File: src/rtl/spi_bridge_pkg.sv
package spi_bridge_pkg;
  localparam int WORD_W = 32;
  localparam int ADDR_W = 16;
  localparam int CNT_W  = 8;
  localparam int OP_W   = 8;
  localparam int BIT_CNT_W = $clog2(WORD_W);
  localparam int ADDR_STEP = WORD_W / 8;

  localparam logic [OP_W-1:0] OP_WRITE = 8'h61;
  localparam logic [OP_W-1:0] OP_READ  = 8'h41;

  typedef enum logic [1:0] {
    WIN_DEV  = 2'd0,
    WIN_CTL  = 2'd1,
    WIN_RAM  = 2'd2,
    WIN_NONE = 2'd3
  } window_e;

  typedef struct packed {
    logic [OP_W-1:0]   op;
    logic [ADDR_W-1:0] addr;
    logic [CNT_W-1:0]  count;
  } header_t;

  typedef enum logic [2:0] {
    ST_HDR,
    ST_FETCH,
    ST_WAIT,
    ST_BUS,
    ST_DRAIN
  } ctrl_state_e;
endpackage

File: src/rtl/spi_bridge_sync.sv
module spi_bridge_sync #(
  parameter int STAGES = 2,
  parameter int W = 1,
  parameter logic [W-1:0] RST_VAL = '0
) (
  input  logic         clk,
  input  logic         rst_n,
  input  logic [W-1:0] d,
  output logic [W-1:0] q
);
  logic [W-1:0] stage_q [STAGES];

  for (genvar i = 0; i < STAGES; i++) begin : g_stage
    logic [W-1:0] stage_d;
    if (i == 0) begin : g_first
      assign stage_d = d;
    end else begin : g_rest
      assign stage_d = stage_q[i-1];
    end
    always_ff @(posedge clk or negedge rst_n) begin
      if (!rst_n) stage_q[i] <= RST_VAL;
      else        stage_q[i] <= stage_d;
    end
  end

  assign q = stage_q[STAGES-1];
endmodule

File: src/rtl/spi_bridge_shifter.sv
module spi_bridge_shifter
  import spi_bridge_pkg::*;
(
  input  logic              clk,
  input  logic              rst_n,
  input  logic              sclk_s,
  input  logic              cs_n_s,
  input  logic              mosi_s,
  input  logic [WORD_W-1:0] tx_word,
  output logic              word_done,
  output logic [WORD_W-1:0] rx_word,
  output logic              tx_load,
  output logic              miso
);
  logic                 sclk_d;
  logic [BIT_CNT_W-1:0] cnt_q, cnt_n;
  logic [WORD_W-1:0]    rx_q, rx_n;
  logic [WORD_W-1:0]    tx_q, tx_n;
  logic [WORD_W-1:0]    word_q, word_n;
  logic                 done_q, done_n;
  logic                 pend_q, pend_n;
  logic                 rise, fall, active;

  assign rise   = sclk_s & ~sclk_d;
  assign fall   = ~sclk_s & sclk_d;
  assign active = ~cs_n_s;

  always_comb begin
    cnt_n  = cnt_q;
    rx_n   = rx_q;
    tx_n   = tx_q;
    word_n = word_q;
    done_n = 1'b0;
    pend_n = pend_q;
    if (!active) begin
      cnt_n  = '0;
      tx_n   = '0;
      pend_n = 1'b0;
    end else begin
      if (rise) begin
        rx_n  = {rx_q[WORD_W-2:0], mosi_s};
        cnt_n = cnt_q + 1'b1;
        if (cnt_q == BIT_CNT_W'(WORD_W - 1)) begin
          done_n = 1'b1;
          word_n = {rx_q[WORD_W-2:0], mosi_s};
          pend_n = 1'b1;
        end
      end
      if (fall) begin
        if (pend_q) begin
          tx_n   = tx_word;
          pend_n = 1'b0;
        end else begin
          tx_n = {tx_q[WORD_W-2:0], 1'b0};
        end
      end
    end
  end

  always_ff @(posedge clk or negedge rst_n) begin
    if (!rst_n) begin
      sclk_d <= 1'b0;
      cnt_q  <= '0;
      rx_q   <= '0;
      tx_q   <= '0;
      word_q <= '0;
      done_q <= 1'b0;
      pend_q <= 1'b0;
    end else begin
      sclk_d <= sclk_s;
      cnt_q  <= cnt_n;
      rx_q   <= rx_n;
      tx_q   <= tx_n;
      word_q <= word_n;
      done_q <= done_n;
      pend_q <= pend_n;
    end
  end

  assign word_done = done_q;
  assign rx_word   = word_q;
  assign tx_load   = active & fall & pend_q;
  assign miso      = tx_q[WORD_W-1];
endmodule

File: src/rtl/spi_bridge_decode.sv
module spi_bridge_decode
  import spi_bridge_pkg::*;
#(
  parameter int CTL_BASE = 32'h1000,
  parameter int RAM_BASE = 32'h8000,
  parameter int RAM_END  = 32'h9000
) (
  input  logic [ADDR_W:0] addr,
  output window_e         window
);
  localparam int FULL_W = ADDR_W + 1;

  always_comb begin
    if (addr >= FULL_W'(RAM_END))       window = WIN_NONE;
    else if (addr >= FULL_W'(RAM_BASE)) window = WIN_RAM;
    else if (addr >= FULL_W'(CTL_BASE)) window = WIN_CTL;
    else                                window = WIN_DEV;
  end
endmodule

File: src/rtl/spi_bridge_ctrl.sv
module spi_bridge_ctrl
  import spi_bridge_pkg::*;
(
  input  logic              clk,
  input  logic              rst_n,
  input  logic              cs_idle,
  input  logic              word_done,
  input  logic [WORD_W-1:0] rx_word,
  input  logic              tx_load,
  input  window_e           window,
  input  logic              bus_ack,
  input  logic [WORD_W-1:0] bus_rdata,
  output logic [ADDR_W:0]   cur_addr,
  output logic [WORD_W-1:0] next_word,
  output logic              bus_req,
  output logic              bus_write,
  output logic [WORD_W-1:0] bus_wdata,
  output logic              err
);
  localparam int FULL_W = ADDR_W + 1;

  ctrl_state_e       st_q, st_n;
  logic              rd_q, rd_n;
  logic [ADDR_W:0]   addr_q, addr_n;
  logic [CNT_W-1:0]  rem_q, rem_n;
  logic [WORD_W-1:0] wdata_q, wdata_n;
  logic [WORD_W-1:0] nxt_q, nxt_n;
  logic              err_q, err_n;
  header_t           hdr;
  logic [ADDR_W:0]   addr_inc;
  logic              last_word;

  assign hdr       = header_t'(rx_word);
  assign addr_inc  = addr_q + FULL_W'(ADDR_STEP);
  assign last_word = (rem_q == CNT_W'(1));

  always_comb begin
    st_n    = st_q;
    rd_n    = rd_q;
    addr_n  = addr_q;
    rem_n   = rem_q;
    wdata_n = wdata_q;
    nxt_n   = nxt_q;
    err_n   = err_q;
    if (cs_idle && st_q != ST_BUS) begin
      st_n  = ST_HDR;
      nxt_n = '0;
    end else begin
      case (st_q)
        ST_HDR: begin
          if (word_done) begin
            addr_n = {1'b0, hdr.addr};
            rem_n  = hdr.count;
            nxt_n  = '0;
            if (hdr.op == OP_WRITE) begin
              rd_n = 1'b0;
              st_n = (hdr.count == '0) ? ST_DRAIN : ST_WAIT;
            end else if (hdr.op == OP_READ) begin
              rd_n = 1'b1;
              st_n = (hdr.count == '0) ? ST_DRAIN : ST_FETCH;
            end else begin
              err_n = 1'b1;
              st_n  = ST_DRAIN;
            end
          end
        end
        ST_FETCH: begin
          if (window == WIN_NONE) begin
            err_n  = 1'b1;
            nxt_n  = '0;
            addr_n = addr_inc;
            rem_n  = rem_q - 1'b1;
            st_n   = ST_WAIT;
          end else begin
            st_n = ST_BUS;
          end
        end
        ST_WAIT: begin
          if (rd_q) begin
            if (tx_load) begin
              nxt_n = '0;
              st_n  = (rem_q != '0) ? ST_FETCH : ST_DRAIN;
            end
          end else if (word_done) begin
            if (window == WIN_NONE) begin
              err_n  = 1'b1;
              addr_n = addr_inc;
              rem_n  = rem_q - 1'b1;
              st_n   = last_word ? ST_DRAIN : ST_WAIT;
            end else begin
              wdata_n = rx_word;
              st_n    = ST_BUS;
            end
          end
        end
        ST_BUS: begin
          if (bus_ack) begin
            addr_n = addr_inc;
            rem_n  = rem_q - 1'b1;
            if (rd_q) begin
              nxt_n = cs_idle ? '0 : bus_rdata;
              st_n  = cs_idle ? ST_HDR : ST_WAIT;
            end else begin
              st_n = cs_idle ? ST_HDR : (last_word ? ST_DRAIN : ST_WAIT);
            end
          end
        end
        default: ;
      endcase
    end
  end

  always_ff @(posedge clk or negedge rst_n) begin
    if (!rst_n) begin
      st_q    <= ST_HDR;
      rd_q    <= 1'b0;
      addr_q  <= '0;
      rem_q   <= '0;
      wdata_q <= '0;
      nxt_q   <= '0;
      err_q   <= 1'b0;
    end else begin
      st_q    <= st_n;
      rd_q    <= rd_n;
      addr_q  <= addr_n;
      rem_q   <= rem_n;
      wdata_q <= wdata_n;
      nxt_q   <= nxt_n;
      err_q   <= err_n;
    end
  end

  assign cur_addr  = addr_q;
  assign next_word = nxt_q;
  assign bus_req   = (st_q == ST_BUS);
  assign bus_write = ~rd_q;
  assign bus_wdata = wdata_q;
  assign err       = err_q;
endmodule

File: src/rtl/spi_reg_bridge.sv
module spi_reg_bridge
  import spi_bridge_pkg::*;
#(
  parameter int SYNC_STAGES = 2,
  parameter int CTL_BASE    = 32'h1000,
  parameter int RAM_BASE    = 32'h8000,
  parameter int RAM_END     = 32'h9000
) (
  input  logic        clk,
  input  logic        rst_n,
  input  logic        spi_sclk,
  input  logic        spi_cs_n,
  input  logic        spi_mosi,
  output logic        spi_miso,
  output logic        bus_req,
  output logic        bus_write,
  output logic [15:0] bus_addr,
  output logic [1:0]  bus_region,
  output logic [31:0] bus_wdata,
  input  logic [31:0] bus_rdata,
  input  logic        bus_ack,
  output logic        err_flag
);
  logic              rst_n_s;
  logic [2:0]        pins_s;
  logic              sclk_s, cs_n_s, mosi_s;
  logic              word_done, tx_load;
  logic [WORD_W-1:0] rx_word, next_word;
  logic [ADDR_W:0]   cur_addr;
  window_e           window;

  spi_bridge_sync #(.STAGES(SYNC_STAGES), .W(1), .RST_VAL(1'b0)) u_rst_sync (
    .clk(clk), .rst_n(rst_n), .d(1'b1), .q(rst_n_s)
  );

  spi_bridge_sync #(.STAGES(SYNC_STAGES), .W(3), .RST_VAL(3'b010)) u_pin_sync (
    .clk(clk), .rst_n(rst_n_s), .d({spi_sclk, spi_cs_n, spi_mosi}), .q(pins_s)
  );

  assign {sclk_s, cs_n_s, mosi_s} = pins_s;

  spi_bridge_shifter u_shift (
    .clk(clk), .rst_n(rst_n_s),
    .sclk_s(sclk_s), .cs_n_s(cs_n_s), .mosi_s(mosi_s),
    .tx_word(next_word), .word_done(word_done), .rx_word(rx_word),
    .tx_load(tx_load), .miso(spi_miso)
  );

  spi_bridge_decode #(.CTL_BASE(CTL_BASE), .RAM_BASE(RAM_BASE), .RAM_END(RAM_END)) u_dec (
    .addr(cur_addr), .window(window)
  );

  spi_bridge_ctrl u_ctrl (
    .clk(clk), .rst_n(rst_n_s), .cs_idle(cs_n_s),
    .word_done(word_done), .rx_word(rx_word), .tx_load(tx_load),
    .window(window), .bus_ack(bus_ack), .bus_rdata(bus_rdata),
    .cur_addr(cur_addr), .next_word(next_word),
    .bus_req(bus_req), .bus_write(bus_write), .bus_wdata(bus_wdata),
    .err(err_flag)
  );

  assign bus_addr   = cur_addr[ADDR_W-1:0];
  assign bus_region = window;
endmodule

File: config.mk
export PLATFORM = sky130hd
export DESIGN_NAME = spi_reg_bridge
export DESIGN_NICKNAME = d
export VERILOG_FILES = /design/src/rtl/spi_bridge_pkg.sv /design/src/rtl/spi_bridge_sync.sv /design/src/rtl/spi_bridge_shifter.sv /design/src/rtl/spi_bridge_decode.sv /design/src/rtl/spi_bridge_ctrl.sv /design/src/rtl/spi_reg_bridge.sv
export SDC_FILE = /design/constraint.sdc
export NUM_CORES = 1
export LEC_CHECK = 0
export CAP_MARGIN = 20
export CORE_MARGIN = 2
export CORE_UTILIZATION = 59
export CTS_BUF_LIST = sky130_fd_sc_hd__clkbuf_8
export CTS_CLUSTER_SIZE = 28
export DETAILED_ROUTE_END_ITERATION = 7
export GPL_TIMING_DRIVEN = 1
export PLACE_DENSITY = 0.88
export RECOVER_POWER = 100
export SKIP_LAST_GASP = 1
export SLEW_MARGIN = 10
export SYNTH_ARGS = -nofsm -noshare
export SYNTH_HDL_FRONTEND = slang
export SYNTH_HIERARCHICAL = 1
export SYNTH_SLANG_ARGS = --single-unit
File: constraint.sdc
create_clock -name clk -period 6.8 [get_ports clk]
set_clock_uncertainty 0.05 [all_clocks]
set_input_delay 1.02 -clock clk [delete_from_list [all_inputs] [get_ports clk]]
set_output_delay 1.02 -clock clk [all_outputs]
set_load 0.005 [all_outputs]
==> load_flow_metrics.sql, run 1 <==
INSERT INTO impl_metrics (metric_group, metric, value, unit) VALUES
('outcome', 'outcome', 'complete, but fails checks', ''),
('outcome', 'failing_checks', 'max-capacitance violations, max-slew violations', ''),
('logic_synthesis', 'synth.top_cell.area_share', '56.4', '%'),
('cts', 'clock-root-buffer', 'sky130_fd_sc_hd__clkbuf_8', ''),
('cts', 'postCtsSetupRepairBufs', '0', ''),
('die', 'floorplan.initialDensity', '59.9', '%'),
('final_layout', 'layout_cells_sized_above_1', '14.3', '%'),
('power', 'total_leakage_power', '4.92', 'nW'),
('global_routing', 'grt.busiest_layer', 'met2', ''),
('flow_run', 'maxCapViolations', '4', ''),
('global_routing', 'globalRouteOverflowTotal', '0', ''),
('logic_synthesis', 'synth_adder_area_share', '0.834', '%'),
('global_routing', 'grt_max_degree', '92', ''),
('final_layout', 'final_core_utilization', '70.6', '%'),
('die', 'floorplan.core_area', '15000', 'µm²'),
('logic_synthesis', 'yosys_register_bits', '205', ''),
('logic_synthesis', 'synth-async-reset-ratio', '100', '%'),
('timing', 'rsz0062_at_grt', 'false', ''),
('critical_path', 'start_kind', 'flip-flop', ''),
('logic_synthesis', 'dominant_combinational_cell_family_by_area_after_synthesis', 'multiplexers', ''),
('logic_synthesis', 'synth-simple-area-share', '7.64', '%'),
('timing', 'timing.final.max_slew_violations', '158', ''),
('timing', 'max_slew.worst_pin.slew', '2190', 'ps'),
('global_routing', 'global_route.usage.met2', '39.3', '%'),
('logic_synthesis', 'synth_mux_area_share', '19.6', '%'),
('critical_path', 'worst_ep_arrival_time', '5040', 'ps'),
('logic_synthesis', 'mean_instance_size_in_the_synthesized_netlist', '12.2', 'µm²'),
('timing', 'max_slew_margin', '-46.1', '%'),
('logic_synthesis', 'synth-compound-area-share', '10.0', '%'),
('critical_path', 'critical_path_class', 'flip-flop to flip-flop', ''),
('routing', 'postRouteWirelength', '19.2', 'mm'),
('timing', 'holdWs', '296', 'ps'),
('routing', 'vias', '6159', ''),
('min_path', 'timing.hold.worst.class', 'flip-flop to flip-flop', ''),
('logic_synthesis', 'yosys_warnings', '6', ''),
('die', 'die_x', '128', 'µm'),
('cts', 'cts_num_sinks', '205', ''),
('critical_path', 'rrSetupSlack', '2090', 'ps'),
('die', 'placement_rows', '45', ''),
('cts', 'cts_resized', '0', ''),
('global_routing', 'use_met3', '4.90', '%'),
('power', 'pwr_dens', '255', 'nW/µm²'),
('cts', 'clk_path_buf_depth', '3', ''),
('power', 'vdd_drop_max', '0.000182', 'V'),
('global_routing', 'groute.usage.overall', '23.9', '%'),
('placement', 'buffers_on_ports', '91', ''),
('logic_synthesis', 'synth.distinct_cells', '60', ''),
('timing', 'final_period_minus_worst_setup_slack', '4710', 'ps'),
('global_routing', 'met1_usage', '31.8', '%'),
('routing', 'drc_violation_count_after_routing', '0', ''),
('logic_synthesis', 'ys_top_cells_by_area', 'sky130_fd_sc_hd__dfrtp_1 56%, sky130_fd_sc_hd__mux2_2 8.5%, sky130_fd_sc_hd__mux2i_1 7.4%, sky130_fd_sc_hd__mux2_1 3.6%, sky130_fd_sc_hd__o2bb2ai_1 3.0%', ''),
('die', 'die-height', '128', 'µm'),
('timing', 'final_hold_viol_count', '0', ''),
('cts', 'tritoncts', 'yes', ''),
('final_layout', 'mostFrequentLayoutCells', '202 x sky130_fd_sc_hd__dfrtp_1, 67 x sky130_fd_sc_hd__mux2i_1, 66 x sky130_fd_sc_hd__mux2_2, 58 x sky130_fd_sc_hd__inv_1, 58 x sky130_fd_sc_hd__dlygate4sd3_1', ''),
('final_layout', 'finish.net_count', '878', ''),
('logic_synthesis', 'synth.yosys.seq_area_share', '57.0', '%'),
('routing', 'postRouteAntennaNets', '0', ''),
('logic_synthesis', 'synth.largest_area_cell', 'sky130_fd_sc_hd__dfrtp_1', ''),
('logic_synthesis', 'syn-instance-count', '741', ''),
('global_routing', 'antenna_found_initial', '0', ''),
('logic_synthesis', 'number_of_synthesized_flops_with_an_enable_pin', '0', ''),
('timing', 'final_setup_violations', '0', ''),
('final_layout', 'instances_no_fill', '1040', ''),
('final_layout', 'final_common_cell', 'sky130_fd_sc_hd__dfrtp_1', ''),
('routing', 'drt-initial-drc-count', '468', ''),
('cts', 'tritoncts.num_buffers', '34', ''),
('global_routing', 'grt_pass1_vias', '6431', ''),
('logic_synthesis', 'synth.net_count', '785', ''),
('routing', 'wl_per_cell', '18.5', 'µm'),
('timing', 'final.setup.tns', '0', 'ps');
-- where the power goes --
group	internal, W	total [W]	leakage (nW)	switching, W
Sequential	0.00131	0.00143	2.75	0.000119
Clock	0.000510	0.000969	0.341	0.000460
Combinational	0.000164	0.000303	1.82	0.000138
-- worst max-delay path, stage by stage (launching register included) --
cell and delay [ps]:
sky130_fd_sc_hd__dfstp_1 590, sky130_fd_sc_hd__nor3b_1 300, sky130_fd_sc_hd__clkbuf_1 1430, sky130_fd_sc_hd__and2_0 270, sky130_fd_sc_hd__clkbuf_1 1500, sky130_fd_sc_hd__mux2_2 450
-- layout make-up --
| cell class | instances | area (µm²) |
|---|---|---|
| tap | 188 | 235 |
| clock inverter | 16 | 77.6 |
| sequential | 205 | 5130 |
| fill | 1009 | 4420 |
| inverter | 47 | 176 |
| multi-input combinational | 444 | 3470 |
| timing repair buffer | 102 | 995 |
| clock buffer | 38 | 523 |
-- worst paths after layout --
check | end | start | depth (start not counted)
max | u_shift/rx_word[1]$_DFFE_PN0P_ | u_pin_sync/q[1]$_DFF_PN1_ | 5
min | u_rst_sync/q$_DFF_PN0_ | u_rst_sync/g_stage[1].stage_d$_DFF_PN0_ | 0
max reg2reg | u_shift/rx_word[1]$_DFFE_PN0P_ | u_pin_sync/q[1]$_DFF_PN1_ | 5
min reg2reg | u_rst_sync/q$_DFF_PN0_ | u_rst_sync/g_stage[1].stage_d$_DFF_PN0_ | 0
max in group asynchronous | u_ctrl/cur_addr[5]$_DFFE_PN0P_ | u_rst_sync/q$_DFF_PN0_ | 2
min in group asynchronous | u_rst_sync/q$_DFF_PN0_ | rst_n | 1
-- synth_stat cells (2+ instances only) --
master                        n
sky130_fd_sc_hd__a211oi_1     2
sky130_fd_sc_hd__a21oi_1     35
sky130_fd_sc_hd__a2bb2oi_1    6
sky130_fd_sc_hd__a31oi_1      4
sky130_fd_sc_hd__and3_1       3
sky130_fd_sc_hd__buf_2       17
sky130_fd_sc_hd__buf_4        4
sky130_fd_sc_hd__buf_6        4
sky130_fd_sc_hd__clkbuf_1    20
sky130_fd_sc_hd__dfrtp_1    203
sky130_fd_sc_hd__dfstp_2      2
sky130_fd_sc_hd__ha_1         6
sky130_fd_sc_hd__inv_1       47
sky130_fd_sc_hd__mux2_1      29
sky130_fd_sc_hd__mux2_2      68
sky130_fd_sc_hd__mux2i_1     67
sky130_fd_sc_hd__nand2_1     53
sky130_fd_sc_hd__nand3_1     16
sky130_fd_sc_hd__nand4b_1     3
sky130_fd_sc_hd__nor2_1      29
sky130_fd_sc_hd__nor2b_1      5
sky130_fd_sc_hd__nor3_1      11
sky130_fd_sc_hd__nor3b_1      4
sky130_fd_sc_hd__nor4_1       5
sky130_fd_sc_hd__o211ai_1     2
sky130_fd_sc_hd__o21ai_0     17
sky130_fd_sc_hd__o21ai_1      2
sky130_fd_sc_hd__o22a_1       4
sky130_fd_sc_hd__o22ai_1      8
sky130_fd_sc_hd__o2bb2ai_1   31
sky130_fd_sc_hd__o311ai_0     2
sky130_fd_sc_hd__o32ai_1      2
sky130_fd_sc_hd__or3_1        2
sky130_fd_sc_hd__xor2_1       2
-- metrics by stage --
stage / setup slack (ps) / total power [W] / instance area [µm²]
2_1_floorplan: 618 / 0.00158 / 9000
3_3_place_gp: 3670 / 0.00174 / 10000
3_5_place_dp: 3530 / 0.00176 / 10000
4_1_cts: 3490 / 0.00274 / 10600
5_1_grt: 1790 / 0.00283 / 10600
6_report: 2090 / 0.00270 / 10600
-- cells by family after synthesis --
logic type	after synthesis
AOI/OAI and AO/OA	128
xor gates and xnor gates	3
adders and majority gates	6
buffers and inverters	92
DFF	205
muxes	164
other	1
and+or+nand+nor	142
-- flip-flops by register name (all words and copies together) (netlist names), 5 cells and up --
name and cells:
u_ctrl/rem_q 8, u_ctrl/next_word 32, u_ctrl/bus_wdata 32, u_shift/rx_word 32, u_ctrl/cur_addr 17, u_shift/cnt_q 5, u_shift/tx_q 32, u_shift/rx_q 31
-- per-layer routing --
| layer | share of wire (%) | vias to the layer above |
|---|---|---|
| met5 | 0 | - |
| met4 | 1.9 | 0 |
| met3 | 4.9 | 33 |
| met2 | 51 | 184 |
| met1 | 43 | 3126 |
| li1 | - | 2816 |
No activity file was read; power rests on OpenSTA's default activity.
==> run 2: changes to the inputs <==
- CORE_UTILIZATION: 59 -> 53
- PLACE_DENSITY: 0.88 -> 0.84
- clock period: 6.8 -> 4.3 ns (I/O delays scaled with it)
==> load_flow_metrics.sql, run 2 (synthesis gave the netlist of run 1 again) <==
INSERT INTO impl_metrics (metric_group, metric, value, unit) VALUES
('outcome', 'outcome', 'complete, but fails checks', ''),
('outcome', 'failing_checks', 'max-capacitance violations, max-slew violations', ''),
('global_routing', 'met1_usage', '28.3', '%'),
('cts', 'clkTransAtPathRegs', '70', 'ps'),
('critical_path', 'rrSetupSlack', '960', 'ps'),
('flow_run', 'maxCapViolations', '1', ''),
('placement', 'dp_hpwl', '11.6', 'mm'),
('cts', 'tritoncts', 'yes', ''),
('cts', 'insertion_delay', '520', 'ps'),
('final_layout', 'area_growth', '20.1', '%'),
('final_layout', 'layout_cells_sized_above_1', '15.6', '%'),
('min_path', 'timing.hold.worst.class', 'input port to asynchronous set/reset pin', ''),
('power', 'vdd_drop_max', '0.000373', 'V'),
('die', 'floorplan.core_area', '16600', 'µm²'),
('die', 'die_x', '134', 'µm'),
('critical_path', 'data_required_time_at_the_worst_endpoint', '4670', 'ps'),
('timing', 'post-route-period-util', '77.6', '%'),
('critical_path', 'critical_path_class', 'flip-flop to flip-flop', ''),
('power', 'pwr_dens', '420', 'nW/µm²'),
('routing', 'postRouteAntennaNets', '0', ''),
('routing', 'postRouteWirelength', '18.8', 'mm'),
('timing', 'final_period_minus_worst_setup_slack', '3340', 'ps'),
('timing', 'final_hold_viol_count', '0', ''),
('final_layout', 'num_antenna_cells', '0', ''),
('global_routing', 'global_route.usage.met2', '34.8', '%'),
('final_layout', 'number_of_filler_cells_placed_in_the_layout', '1259', ''),
('cts', 'clock-root-buffer', 'sky130_fd_sc_hd__clkbuf_8', ''),
('timing', 'timing.final.max_slew_violations', '70', ''),
('final_layout', 'finish.net_count', '883', ''),
('timing', 'rsz0062_at_grt', 'false', ''),
('routing', 'vias', '6052', ''),
('cts', 'tritoncts.num_buffers', '37', ''),
('routing', 'drt-initial-drc-count', '378', ''),
('global_routing', 'groute.usage.overall', '21.3', '%'),
('routing', 'viasPerCell', '5.57', ''),
('cts', 'htree_levels', '2', ''),
('die', 'placement_rows', '47', ''),
('cts', 'holdBufCountCts', '0', ''),
('die', 'num_io_pins', '92', ''),
('final_layout', 'mostFrequentLayoutCells', '202 x sky130_fd_sc_hd__dfrtp_1, 68 x sky130_fd_sc_hd__mux2_2, 67 x sky130_fd_sc_hd__mux2i_1, 64 x sky130_fd_sc_hd__inv_1, 58 x sky130_fd_sc_hd__dlygate4sd3_1', ''),
('routing', 'drc_violation_count_after_routing', '0', ''),
('placement', 'buffers_on_ports', '91', ''),
('global_routing', 'antenna_found_initial', '0', ''),
('routing', 'wl_per_cell', '17.3', 'µm'),
('placement', 'gp_congestion', '0.869', ''),
('critical_path', 'start_kind', 'flip-flop', ''),
('timing', 'final_setup_violations', '0', ''),
('critical_path', 'worst_ep_arrival_time', '3700', 'ps'),
('global_routing', 'grt_first_pass_wirelength', '31.2', 'mm'),
('final_layout', 'final_core_utilization', '65.2', '%'),
('die', 'die-height', '134', 'µm'),
('global_routing', 'use_met3', '4.80', '%'),
('cts', 'cts_num_sinks', '205', ''),
('power', 'total_leakage_power', '5.03', 'nW'),
('final_layout', 'final_common_cell', 'sky130_fd_sc_hd__dfrtp_1', ''),
('cts', 'clk_path_buf_depth', '3', ''),
('timing', 'maxClockFrequency', '300', 'MHz'),
('global_routing', 'grt.busiest_layer', 'met2', ''),
('cts', 'postCtsSetupRepairBufs', '0', ''),
('die', 'die_area', '18000', 'µm²'),
('critical_path', 'critical_path.endpoint_type', 'flip-flop', ''),
('routing', 'first_pass_iters', '5', ''),
('global_routing', 'globalRouteOverflowTotal', '0', ''),
('die', 'floorplan.initialDensity', '54.3', '%'),
('timing', 'max_slew.worst_pin.slew', '2850', 'ps'),
('timing', 'final.setup.tns', '0', 'ps'),
('critical_path', 'path_max_fanout', '32', ''),
('cts', 'cts_resized', '0', ''),
('power', 'power.total', '0.00454', 'W'),
('timing', 'max_slew_margin', '-90.3', '%'),
('global_routing', 'grt_pass1_vias', '6206', ''),
('global_routing', 'grt_max_degree', '72', '');
[run 2: changes by cell type in the layout (fill, tap and decap cells not counted), sizes merged]
| cell | change |
|---|---|
| clkbuf | -1 |
| inv | +6 |
| buf | +4 |
| clkinv | +3 |
| clkinvlp | -1 |
| bufinv | +3 |
[run 2: metrics by stage]
step                      cell area (µm²)  hold WS (ps)  setup slack (ps)  instances
after floorplan                      9000           281               876        741
final                               10800           303               965       1086
after global routing                10800           273               679       1086
after CTS                           10900           204              1380       1086
after detailed placement            10100           296              1440       1020
after global placement              10100           283              1520       1020
[run 2: cell type report]
| class | instances | area, µm² | share of cell area, % |
|---|---|---|---|
| clock buffer | 39 | 537 | 4.97 |
| tap | 220 | 275 | 2.55 |
| clock inverter | 27 | 200 | 1.85 |
| sequential | 205 | 5130 | 47.5 |
| timing repair buffer | 104 | 1020 | 9.47 |
| inverter | 47 | 176 | 1.63 |
| multi-input combinational | 444 | 3460 | 32.0 |
[run 2: power by group]
part           internal (W)  switching, W  total (W)
Sequential          0.00207      0.000177    0.00225
Combinational      0.000262      0.000222   0.000484
Clock               0.00103      0.000785    0.00181
[run 2: path summary, 6_finish.rpt]
kind | start | to | cells after the start
min in group clk | u_pin_sync/g_stage[1].stage_d[0]$_DFF_PN0_ | u_pin_sync/q[0]$_DFF_PN0_ | 0
max in group asynchronous | u_rst_sync/q$_DFF_PN0_ | u_shift/rx_q[22]$_DFFE_PN0P_ | 0
max reg2reg | u_pin_sync/q[1]$_DFF_PN1_ | u_ctrl/next_word[21]$_DFFE_PN0P_ | 8
min | rst_n | u_rst_sync/q$_DFF_PN0_ | 1
min reg2reg | u_pin_sync/g_stage[1].stage_d[0]$_DFF_PN0_ | u_pin_sync/q[0]$_DFF_PN0_ | 0
max | u_pin_sync/q[1]$_DFF_PN1_ | u_ctrl/next_word[21]$_DFFE_PN0P_ | 8
[run 2: metal layers]
layer  share of wire (%)  up-vias
met5                   0        -
met4                 1.9        0
met3                 6.2       32
met2                  48      187
met1                  44     2993
li1                    -     2840
[run 2: critical path, stage by stage, from the launching register on]
cell                       delay [ps]
sky130_fd_sc_hd__dfstp_1          970
sky130_fd_sc_hd__or3b_1           220
sky130_fd_sc_hd__buf_4            320
sky130_fd_sc_hd__nor2_1           120
sky130_fd_sc_hd__o21ai_0          150
sky130_fd_sc_hd__nand3_1          100
sky130_fd_sc_hd__o311ai_0         120
sky130_fd_sc_hd__clkbuf_2         870
sky130_fd_sc_hd__mux2i_1          290
==> run 3: changes to the inputs <==
- CORE_UTILIZATION: 53 -> 59
- PLACE_DENSITY: 0.84 -> 0.88
- clock period: 4.3 -> 3.4 ns (I/O delays scaled with it)
==> load_flow_metrics.sql, run 3 (synthesis gave the netlist of run 1 again) <==
INSERT INTO impl_metrics (metric_group, metric, value, unit) VALUES
('die', 'die_area', '16300', 'µm²'),
('placement', 'numPlacedInstances', '992', ''),
('final_layout', 'final_common_cell', 'sky130_fd_sc_hd__dfrtp_1', ''),
('routing', 'drt-initial-drc-count', '552', ''),
('placement', 'buffers_on_ports', '91', ''),
('cts', 'cts_resized', '0', ''),
('placement', 'gp_congestion', '0.886', ''),
('min_path', 'timing.hold.worst.class', 'input port to asynchronous set/reset pin', ''),
('cts', 'tritoncts.num_buffers', '36', ''),
('routing', 'wl_per_cell', '18.7', 'µm'),
('final_layout', 'mostFrequentLayoutCells', '202 x sky130_fd_sc_hd__dfrtp_1, 68 x sky130_fd_sc_hd__mux2_2, 67 x sky130_fd_sc_hd__mux2i_1, 59 x sky130_fd_sc_hd__inv_1, 58 x sky130_fd_sc_hd__dlygate4sd3_1', ''),
('cts', 'insertion_delay', '530', 'ps'),
('cts', 'clk_path_buf_depth', '3', ''),
('cts', 'clock-root-buffer', 'sky130_fd_sc_hd__clkbuf_8', ''),
('timing', 'final.setup.tns', '0', 'ps'),
('global_routing', 'groute.usage.overall', '24.9', '%'),
('timing', 'final_period_minus_worst_setup_slack', '2910', 'ps'),
('timing', 'max_slew.worst_pin.slew', '1860', 'ps'),
('cts', 'postCtsSetupRepairBufs', '0', ''),
('final_layout', 'number_of_filler_cells_placed_in_the_layout', '958', ''),
('timing', 'post-route-period-util', '85.5', '%'),
('critical_path', 'critical_path.n_buffers_inverters', '1', ''),
('critical_path', 'data_required_time_at_the_worst_endpoint', '3770', 'ps'),
('routing', 'viasPerCell', '5.91', ''),
('die', 'die_x', '128', 'µm'),
('critical_path', 'critical_path.top_delay_family', 'flip-flops', ''),
('global_routing', 'grt_pass1_vias', '6593', ''),
('cts', 'tritoncts', 'yes', ''),
('timing', 'timing.final.max_slew_violations', '47', ''),
('outcome', 'failing_checks', 'max-capacitance violations, max-slew violations', ''),
('power', 'total_leakage_power', '5.04', 'nW'),
('placement', 'dp_hpwl', '12.4', 'mm'),
('final_layout', 'layout_cells_sized_above_1', '16.2', '%'),
('final_layout', 'area_growth', '20.1', '%'),
('routing', 'postRouteWirelength', '19.7', 'mm'),
('critical_path', 'critical_path.endpoint_type', 'flip-flop', ''),
('die', 'num_io_pins', '92', ''),
('final_layout', 'final_core_utilization', '71.9', '%'),
('timing', 'final_setup_violations', '0', ''),
('final_layout', 'num_antenna_cells', '0', ''),
('power', 'pwr_dens', '539', 'nW/µm²'),
('cts', 'holdBufCountCts', '0', ''),
('timing', 'final_hold_viol_count', '0', ''),
('timing', 'rsz0062_at_grt', 'false', ''),
('global_routing', 'antenna_found_initial', '0', ''),
('placement', 'dpl-instance-area', '10100', 'µm²'),
('critical_path', 'worst_ep_arrival_time', '3280', 'ps'),
('cts', 'cts_num_sinks', '205', ''),
('flow_run', 'maxCapViolations', '1', ''),
('critical_path', 'start_kind', 'flip-flop', ''),
('routing', 'first_pass_iters', '5', ''),
('global_routing', 'grt_first_pass_wirelength', '32.6', 'mm'),
('die', 'die-height', '128', 'µm'),
('final_layout', 'finish.net_count', '886', ''),
('die', 'floorplan.core_area', '15000', 'µm²'),
('routing', 'vias', '6241', ''),
('routing', 'postRouteAntennaNets', '0', ''),
('power', 'vdd_drop_max', '0.000389', 'V'),
('final_layout', 'instances_no_fill', '1056', ''),
('final_layout', 'post-route-cell-area', '10800', 'µm²'),
('global_routing', 'globalRouteOverflowTotal', '0', ''),
('cts', 'htree_levels', '2', ''),
('timing', 'maxClockFrequency', '344', 'MHz'),
('timing', 'max_slew_margin', '-23.8', '%'),
('routing', 'drc_violation_count_after_routing', '0', ''),
('die', 'placement_rows', '45', ''),
('die', 'floorplan.initialDensity', '59.9', '%'),
('cts', 'clkTransAtPathRegs', '60', 'ps'),
('critical_path', 'path_max_fanout', '21', ''),
('outcome', 'outcome', 'complete, but fails checks', ''),
('critical_path', 'critical_path_class', 'flip-flop to flip-flop', ''),
('critical_path', 'critical-path-max-stage-delay', '1010', 'ps'),
('critical_path', 'worstPathCellList', 'nor2b_1, nor2_1, a211o_1, clkbuf_1, a21oi_1, o22ai_1', ''),
('global_routing', 'grt_max_degree', '57', ''),
('critical_path', 'cell_with_the_largest_stage_delay_on_the_worst_path', 'sky130_fd_sc_hd__dfstp_1', '');
[run 3: cell types whose count changed in the layout (fill, tap and decap cells not counted), sizes merged]
cell / before / now
buf: 10 / 7
bufinv: 3 / 2
clkbuf: 42 / 56
clkinv: 4 / 3
clkinvlp: 2 / 0
inv: 65 / 60
[run 3: worst register-to-register path, delay by kind of cell (launching register included)]
family	cells	cell delay, ps
flip-flops	1	1010
AO/OA/AOI/OAI	3	880
AND/OR/NAND/NOR	2	440
buffers and inverters	1	440
[run 3: path summary, 6_finish.rpt]
check	startpoint	slack, ps	depth (start not counted)	endpoint
hold reg to reg	u_pin_sync/g_stage[1].stage_d[2]$_DFF_PN0_	300	0	u_pin_sync/q[2]$_DFF_PN0_
max in group asynchronous	u_rst_sync/q$_DFF_PN0_	850	1	u_ctrl/bus_wdata[13]$_DFFE_PN0P_
setup reg to reg	u_pin_sync/q[1]$_DFF_PN1_	490	6	u_ctrl/cur_addr[6]$_DFFE_PN0P_
min in group clk	u_pin_sync/g_stage[1].stage_d[2]$_DFF_PN0_	300	0	u_pin_sync/q[2]$_DFF_PN0_
hold / removal	rst_n	180	1	u_rst_sync/g_stage[1].stage_d$_DFF_PN0_
setup / recovery	u_pin_sync/q[1]$_DFF_PN1_	490	6	u_ctrl/cur_addr[6]$_DFFE_PN0P_
[run 3: metal layers]
metal  track usage (%)  share of wire (%)  up-vias
met5                 0                  0        -
met4              9.18                2.1        0
met1              32.4                 42     3104
li1                  -                  -     2852
met2              41.6                 49      246
met3              5.49                6.3       39
[run 3: area by class of cell]
cell class / count / area [µm²] / share of cell area (%)
clock buffers: 46 / 633 / 5.86
clock inverters: 18 / 129 / 1.19
inverters: 47 / 176 / 1.63
multi-input cells: 444 / 3470 / 32.1
flip-flops and latches: 205 / 5130 / 47.5
well taps: 188 / 235 / 2.18
repair buffers: 108 / 1030 / 9.57
[run 3: metrics by stage]
step / setup slack [ps] / hold slack (ps) / total power (W)
detailed placement: 803 / 291 / 0.00354
CTS: 618 / 82.8 / 0.00592
floorplan: 1220 / 164 / 0.00317
global placement: 845 / 287 / 0.00349
global route: 302 / 153 / 0.00608
finish: 492 / 180 / 0.00583
[run 3: where the power goes]
part / internal, W / switching (W) / total (W)
registers: 0.00262 / 0.000219 / 0.00284
logic: 0.000332 / 0.000303 / 0.000636
clock network: 0.00137 / 0.000986 / 0.00235
